===== src/rtl/line_timing_pkg.sv =====
package line_timing_pkg;

    typedef enum logic [1:0] {
        PH_NONE = 2'd0,
        PH_ADV  = 2'd1,
        PH_RET  = 2'd2
    } phase_req_e;

    localparam logic [1:0] SC_IDLE  = 2'd0;
    localparam logic [1:0] SC_BLANK = 2'd1;
    localparam logic [1:0] SC_FLY   = 2'd2;
    localparam logic [1:0] SC_BURST = 2'd3;

    typedef struct packed {
        logic       start;
        logic       drive;
        logic       gate;
        logic [1:0] code;
    } pulse_t;

endpackage


===== src/rtl/lt_line_counter.sv =====
module lt_line_counter
    import line_timing_pkg::*;
#(
    parameter int LINE_LEN = 32,
    localparam int CW = $clog2(LINE_LEN + 2)
) (
    input  logic          clk_i,
    input  logic          rst_i,
    input  logic          adv_i,
    input  logic          ret_i,
    output logic [CW-1:0] cnt_next_o,
    output logic          line_end_o
);
    localparam logic [CW-1:0] LAST = CW'(LINE_LEN - 1);

    typedef struct packed {
        logic [CW-1:0] cnt;
        logic [CW-1:0] term;
        phase_req_e    pend;
    } cnt_state_t;

    cnt_state_t st_d, st_q;
    phase_req_e req, eff;
    logic       at_end;

    always_comb begin
        st_d = st_q;
        req  = PH_NONE;
        eff  = PH_NONE;
        if (adv_i && !ret_i) begin
            req = PH_ADV;
        end else if (ret_i && !adv_i) begin
            req = PH_RET;
        end
        at_end = (st_q.cnt == st_q.term);
        if (at_end) begin
            st_d.cnt = '0;
            eff = (st_q.pend != PH_NONE) ? st_q.pend : req;
            case (eff)
                PH_ADV:  st_d.term = LAST - CW'(1);
                PH_RET:  st_d.term = LAST + CW'(1);
                default: st_d.term = LAST;
            endcase
            st_d.pend = PH_NONE;
        end else begin
            st_d.cnt = st_q.cnt + CW'(1);
            if (st_q.pend == PH_NONE) begin
                st_d.pend = req;
            end
        end
    end

    always_ff @(posedge clk_i) begin
        if (rst_i) begin
            st_q.cnt  <= LAST;
            st_q.term <= LAST;
            st_q.pend <= PH_NONE;
        end else begin
            st_q <= st_d;
        end
    end

    assign cnt_next_o = st_d.cnt;
    assign line_end_o = at_end;

endmodule


===== src/rtl/lt_pulse_decode.sv =====
module lt_pulse_decode
    import line_timing_pkg::*;
#(
    parameter int CW        = 6,
    parameter int DRIVE_LEN = 13,
    parameter int GATE_POS  = 1,
    parameter int BURST_LO  = 3,
    parameter int BURST_HI  = 4
) (
    input  logic          clk_i,
    input  logic          rst_i,
    input  logic [CW-1:0] cnt_next_i,
    input  logic          blank_i,
    output pulse_t        pulse_o
);
    pulse_t pls_d, pls_q;
    logic   in_burst;

    always_comb begin
        pls_d       = '0;
        pls_d.start = (cnt_next_i == '0);
        pls_d.drive = (cnt_next_i < CW'(DRIVE_LEN));
        pls_d.gate  = (cnt_next_i == CW'(GATE_POS));
        in_burst    = (cnt_next_i >= CW'(BURST_LO)) && (cnt_next_i <= CW'(BURST_HI));
        if (in_burst) begin
            pls_d.code = SC_BURST;
        end else if (pls_d.drive) begin
            pls_d.code = SC_FLY;
        end else if (blank_i) begin
            pls_d.code = SC_BLANK;
        end else begin
            pls_d.code = SC_IDLE;
        end
    end

    always_ff @(posedge clk_i) begin
        if (rst_i) begin
            pls_q <= '0;
        end else begin
            pls_q <= pls_d;
        end
    end

    assign pulse_o = pls_q;

endmodule


===== src/rtl/lt_loop_select.sv =====
module lt_loop_select #(
    parameter int CAPTURE_LINES = 8,
    localparam int KW = $clog2(CAPTURE_LINES + 1)
) (
    input  logic clk_i,
    input  logic rst_i,
    input  logic line_end_i,
    input  logic vcr_i,
    output logic fast_o
);
    typedef struct packed {
        logic [KW-1:0] cap;
        logic          fast;
    } sel_state_t;

    sel_state_t sel_d, sel_q;

    always_comb begin
        sel_d = sel_q;
        if (line_end_i && (sel_q.cap < KW'(CAPTURE_LINES))) begin
            sel_d.cap = sel_q.cap + KW'(1);
        end
        sel_d.fast = vcr_i || (sel_d.cap < KW'(CAPTURE_LINES));
    end

    always_ff @(posedge clk_i) begin
        if (rst_i) begin
            sel_q.cap  <= '0;
            sel_q.fast <= 1'b1;
        end else begin
            sel_q <= sel_d;
        end
    end

    assign fast_o = sel_q.fast;

endmodule


===== src/rtl/line_timing_top.sv =====
module line_timing_top
    import line_timing_pkg::*;
#(
    parameter int LINE_LEN      = 32,
    parameter int DRIVE_LEN     = 13,
    parameter int GATE_POS      = 1,
    parameter int BURST_LO      = 3,
    parameter int BURST_HI      = 4,
    parameter int CAPTURE_LINES = 8
) (
    input  logic       clk_i,
    input  logic       rst_i,
    input  logic       adv_i,
    input  logic       ret_i,
    input  logic       blank_i,
    input  logic       vcr_i,
    output logic       drive_o,
    output logic       gate_o,
    output logic [1:0] sc_code_o,
    output logic       line_start_o,
    output logic       fast_loop_o
);
    localparam int CW = $clog2(LINE_LEN + 2);

    logic [CW-1:0] cnt_next;
    logic          line_end;
    pulse_t        pulse;

    lt_line_counter #(.LINE_LEN(LINE_LEN)) u_cnt (
        .clk_i      (clk_i),
        .rst_i      (rst_i),
        .adv_i      (adv_i),
        .ret_i      (ret_i),
        .cnt_next_o (cnt_next),
        .line_end_o (line_end)
    );

    lt_pulse_decode #(
        .CW        (CW),
        .DRIVE_LEN (DRIVE_LEN),
        .GATE_POS  (GATE_POS),
        .BURST_LO  (BURST_LO),
        .BURST_HI  (BURST_HI)
    ) u_dec (
        .clk_i      (clk_i),
        .rst_i      (rst_i),
        .cnt_next_i (cnt_next),
        .blank_i    (blank_i),
        .pulse_o    (pulse)
    );

    lt_loop_select #(.CAPTURE_LINES(CAPTURE_LINES)) u_sel (
        .clk_i      (clk_i),
        .rst_i      (rst_i),
        .line_end_i (line_end),
        .vcr_i      (vcr_i),
        .fast_o     (fast_loop_o)
    );

    assign drive_o      = pulse.drive;
    assign gate_o       = pulse.gate;
    assign sc_code_o    = pulse.code;
    assign line_start_o = pulse.start;

endmodule


===== config.mk =====
export PLATFORM = sky130hd
export DESIGN_NAME = line_timing_top
export DESIGN_NICKNAME = d
export VERILOG_FILES = /design/src/rtl/line_timing_pkg.sv /design/src/rtl/lt_line_counter.sv /design/src/rtl/lt_pulse_decode.sv /design/src/rtl/lt_loop_select.sv /design/src/rtl/line_timing_top.sv
export SDC_FILE = /design/constraint.sdc
export NUM_CORES = 1
export LEC_CHECK = 0
export BUFFER_PORTS_ARGS = -buffer_cell sky130_fd_sc_hd__buf_4
export CAP_MARGIN = 10
export CORE_MARGIN = 3
export CORE_UTILIZATION = 50
export DETAILED_ROUTE_END_ITERATION = 10
export PLACE_DENSITY = 0.73
export SKIP_CTS_REPAIR_TIMING = 1
export SLEW_MARGIN = 10
export SYNTH_ARGS = -nofsm -noshare
export SYNTH_HDL_FRONTEND = slang
export SYNTH_SLANG_ARGS = --single-unit

===== constraint.sdc =====
create_clock -name clk_i -period 1.9 [get_ports clk_i]
set_clock_uncertainty 0.1 [all_clocks]
set_input_delay 0.38 -clock clk_i [delete_from_list [all_inputs] [get_ports clk_i]]
set_output_delay 0.38 -clock clk_i [all_outputs]
set_load 0.02 [all_outputs]

# [Word level (Yosys, flattened, before mapping)]
# Cells that the tools add are included.
[totals] reg_bits=24 inputBits=6 output_inout_bits=6 elab_cells=40
[classes] eq_ne=4 reduce_logical=11 mux=9 magnitude_cmp=5 add_sub_neg=2
[op_table] op="6-bit one-hot mux with 2 select lines" count=1
[op_table] op="2-bit 2-to-1 mux" count=5
[op_table] op="4-bit < comparator, second input constant" count=2
[op_table] op="6-bit by 1-bit adder with 6-bit output, second input constant" count=1
[op_table] op="6-bit by 1-bit == test with 1-bit output, second input constant" count=1
[op_table] op="6-bit == test" count=1
[op_table] op="6-bit by 2-bit >= comparator with 1-bit output, second input constant" count=1
[op_table] op="6-bit by 3-bit less-or-equal comparator with 1-bit output, second input constant" count=1
[op_table] op="6-bit zero test" count=1
[op_table] op="6-bit by 4-bit < comparator with 1-bit output, second input constant" count=1
[op_table] op="6-bit 2-to-1 mux" count=1
[op_table] op="4-bit by 1-bit adder with 4-bit output, second input constant" count=1
[op_table] op="1-bit logical AND" count=4
[op_table] op="4-bit 2-to-1 mux" count=1
[op_table] op="2-bit by 1-bit == test with 1-bit output, second input constant" count=1
[op_table] op="2-bit == test, second input constant" count=1
[op_table] op="1-bit zero test" count=2
[op_table] op="2-bit zero test" count=1
[op_table] op="2-bit nonzero test" count=1
[op_table] op="2-bit OR reduction" count=1
[op_table] op="1-bit logical OR" count=1
[op_table] op="1-bit 2-to-1 mux" count=1

# [Longest topological paths before layout]
[logic_depth] ltp_word=7 mapped_depth=7 depth_no_buf=6

# [Modules after synthesis]
# A second synthesis with hierarchy kept.
[hier_totals] hier_cells=94 hier_area_um2=914.6
[modules_own_cells] module="lt_line_counter" n_inst=1 cells_each=59 seq_area_each_um2=220.2 area_per_inst_um2=530.5
[modules_own_cells] module="lt_pulse_decode" n_inst=1 cells_each=18 seq_area_each_um2=100.1 area_per_inst_um2=197.7
[modules_own_cells] module="lt_loop_select" n_inst=1 cells_each=17 seq_area_each_um2=100.1 area_per_inst_um2=186.4

# [Worst setup path before layout]
# OpenSTA, ideal clock, no wires.
[synth_path] path_kind="reg-to-reg" from="register u_cnt.st_q[9] (netlist bit)" to="register u_dec.pls_q, in the netlist u_dec.pulse_o[1]" setup_time_ns=0.071 required_time_ns=1.729 path_stages_with_launch=8 period_less_slack_ns=1.954 slack_ns=-0.054 arrival_time_ns=1.783 path_buffers=1 path_cell_list="dfxtp_1 > ha_1 > clkbuf_1 > nor2b_1 > nor3b_1 > a22o_1 > or3_1 > a21oi_1"
[synth_between] elab_chain_len=5 elab_cells_between_ends=9 cone_classes="add/sub: 1; order compare: 3; eq/ne: 1; mux: 3; reduce/logical: 1"
[synth_rtl] element="start: declaration" line="lt_line_counter.sv:22" source="cnt_state_t st_d, st_q;"
[synth_rtl] element="start signal: assignment" line="lt_line_counter.sv:59" source="st_q <= st_d;"
[synth_rtl] element="6-bit by 1-bit adder with 6-bit output / 6-bit == test (equally long branches)" line="lt_line_counter.sv:46, lt_line_counter.sv:35"
[synth_rtl] element="6-bit 2-to-1 mux (*)" line="lt_line_counter.sv:36" source="if (at_end) begin"
[synth_rtl] element="6-bit by 4-bit < comparator with 1-bit output (tied with other cells)" line="lt_pulse_decode.sv:22" source="pls_d.drive = (cnt_next_i < CW'(DRIVE_LEN));"
[synth_rtl] element="2-bit 2-to-1 mux / 1-bit logical AND (equally long branches)" line="lt_pulse_decode.sv:27, lt_pulse_decode.sv:24"
[synth_rtl] element="2-bit 2-to-1 mux (*)" line="lt_pulse_decode.sv:25" source="if (in_burst) begin"
[synth_rtl] element="end signal: assignment" line="lt_pulse_decode.sv:40" source="pls_q <= pls_d;"
[synth_rtl] element="end: declaration" line="lt_pulse_decode.sv:16" source="pulse_t pls_d, pls_q;"
# Mark *: on every way between the ends. The rest lies on a longest branch, timed or not.
# A chain may end at the register's enable or synchronous reset.

# [Worst setup path in the final report]
# Same ends and word-level chain as after synthesis.

==> metrics.csv <==
metric,value,unit
track_usage,17.7,%
yosys_warnings,0,
clock-sinks,21,
yosys_register_bits,21,
clkTransAtPathRegs,110,ps
antenna_found_initial,0,
synth.top_cells.by_count,"dfxtp_1 (21), nor2_1 (13), xor2_1 (7), a21o_2 (5), nand2_1 (5)",
io_pins,12,
fin_crit_sh,94.6,%
cp-start-kind,register,
dpl_worst_slack,28.5,ps
fin_area,1290,sq um
globalRoute.totalOverflow,0,
drive_gt1_share,31.1,%
ant_nets,0,
routed_wl,2250,um
insertion_delay,310,ps
synthDominantCellAreaShare,39.1,%
grt_pass1_wl,3550,um
status,finished clean,
cts_made_buffers,3,
fmax,556,MHz
drt_iter0_drc,17,
ir_drop,938,uV
cp.required,2050,ps
r2r_setup_slack,100,ps
cts-htree-levels,1,
final.min_clock_period,1800,ps
worst_slack,102,ps
first_global_vias,815,
antenna_cells,0,
synth_area,1070,sq um
rows,16,
nets,146,
die_h,52.4,um
syn_to_final_growth,20.4,%
synth_most_common_cell,dfxtp_1,
drtPass1Iterations,4,
initial_utilization,53.7,%
route.detailed.drc,0,
worstMarginPinSlew,303,ps
synth_nets,129,
synth_ff_type,dfxtp_1,
power.density,1660,nW/um^2
ys_top_cells_by_area,"dfxtp_1 (39%), xor2_1 (5.7%), ha_1 (4.7%), nor2_1 (4.5%), a21o_2 (4.1%)",
yosysSeqAreaShare,39.1,%
dr_total_vias,892,
wl_per_cell,13.9,um
grt_max_degree,18,
postSynthCellCount,119,
worstSetupPathType,register to register,
cts_tree,done,
hpwl,1550,um
hold_class,input pin to register,
max_slew_margin,79.7,%
dpl_cell_area,1210,sq um
finalPower,2.14,mW
cp.arrival,1940,ps
clk_path_buf_depth,2,
io_buffer_count,11,
place_congestion,0.857,
synth.distinct_cells,37,
power.leakage,0.578,nW
fillCellCount,169,
maxCapViolCount,0,
worstPathMaxFanout,6,
syn_avg_cell_area,9.03,sq um
final_hold_viol_count,0,
yosys.area.top_type,dfxtp_1,
synth_edf_count,0,
viasPerCell,5.51,
coreArea,2000,sq um
slew_violations,0,
root_buffer,clkbuf_4,
die_area,2740,sq um
end_kind,register,
async_reset_ff_share,0,%
setup_viol,0,
chipWidth,52.4,um
==> power by group <==
part | switching (mW) | internal (mW) | leakage [nW]
registers | 0.109 | 0.563 | 0.172
clock network | 0.137 | 0.0787 | 0.0177
logic | 0.655 | 0.601 | 0.388
==> cells by family after synthesis <==
| group | share of synthesized area, % |
|---|---|
| and+or+nand+nor | 22.8 |
| adders and majority gates | 4.66 |
| muxes | 1.86 |
| DFF | 39.1 |
| xor gates and xnor gates | 7.33 |
| buffers and inverters | 5.94 |
| AOI/OAI and AO/OA | 18.3 |
==> path summary, 6_finish.rpt <==
check,depth (start not counted),to,from
max,6,u_dec.pulse_o[1]$_SDFF_PP0_,u_cnt.st_q[9]$_SDFF_PP1_
min,2,u_sel.fast_o$_SDFF_PP1_,vcr_i
max reg2reg,6,u_dec.pulse_o[1]$_SDFF_PP0_,u_cnt.st_q[9]$_SDFF_PP1_
min reg2reg,2,u_sel.sel_q[4]$_SDFF_PP0_,u_sel.sel_q[4]$_SDFF_PP0_
==> metrics by stage <==
stage / instances / hold WS [ps] / TNS (ps) / util (%)
after global routing: 162 / 135 / -25.0 / 64.6
after floorplan: 119 / 345 / 0 / -
final: 162 / 151 / 0 / 64.6
after detailed placement: 158 / 376 / 0 / 60.7
after CTS: 162 / 142 / -7.13 / 62.1
after global placement: 158 / 366 / 0 / 60.7
==> layout make-up <==
class | instances | area, sq um | area share (%)
clock buffer | 3 | 22.5 | 1.74
clock inverter | 1 | 5.00 | 0.387
inverter | 3 | 11.3 | 0.870
multi-input combinational | 86 | 642 | 49.6
sequential | 21 | 422 | 32.6
tap | 27 | 33.8 | 2.61
timing repair buffer | 21 | 158 | 12.2
==> sequential cells by signal, summed over array words and instances (netlist names) <==
signal         count
u_sel.sel_q        4
u_dec.pulse_o      5
u_cnt.st_q        11
u_sel.fast_o       1
==> per-layer routing <==
metal / GRT usage (%) / part of all wire [%] / vias up
met2: 28.3 / 47 / 22
met5: 0 / 0 / -
met4: 5.11 / 0.76 / 0
li1: - / - / 451
met3: 7.12 / 6.8 / 2
met1: 21.8 / 45 / 417
==> cell usage in the layout (no fill, tap or decap), types with 2 or more instances in the layout <==
cell type   n
xnor2_1     2
nor4b_1     2
or3_1       2
a31oi_1     3
and3_1      2
and3_2      2
mux2i_1     2
nor3_1      3
ha_1        3
nor3b_1     3
a21o_2      5
nand3_1     4
clkbuf_4    3
o31ai_1     2
inv_1       3
o21ai_0     3
xor2_1      6
a21oi_1     4
a21o_1      2
a211oi_1    2
nor2b_1     2
nor2_1     13
buf_4      21
dfxtp_1    20
nand2_1     5
==> critical path, cell delays in order (launching register included) <==
cell and delay [ps]:
dfxtp_2 420, ha_4 230, nor2b_1 150, nor3b_1 70, a22o_1 250, or3_1 360
a21oi_1 150
No activity file was read; power rests on OpenSTA's default activity.
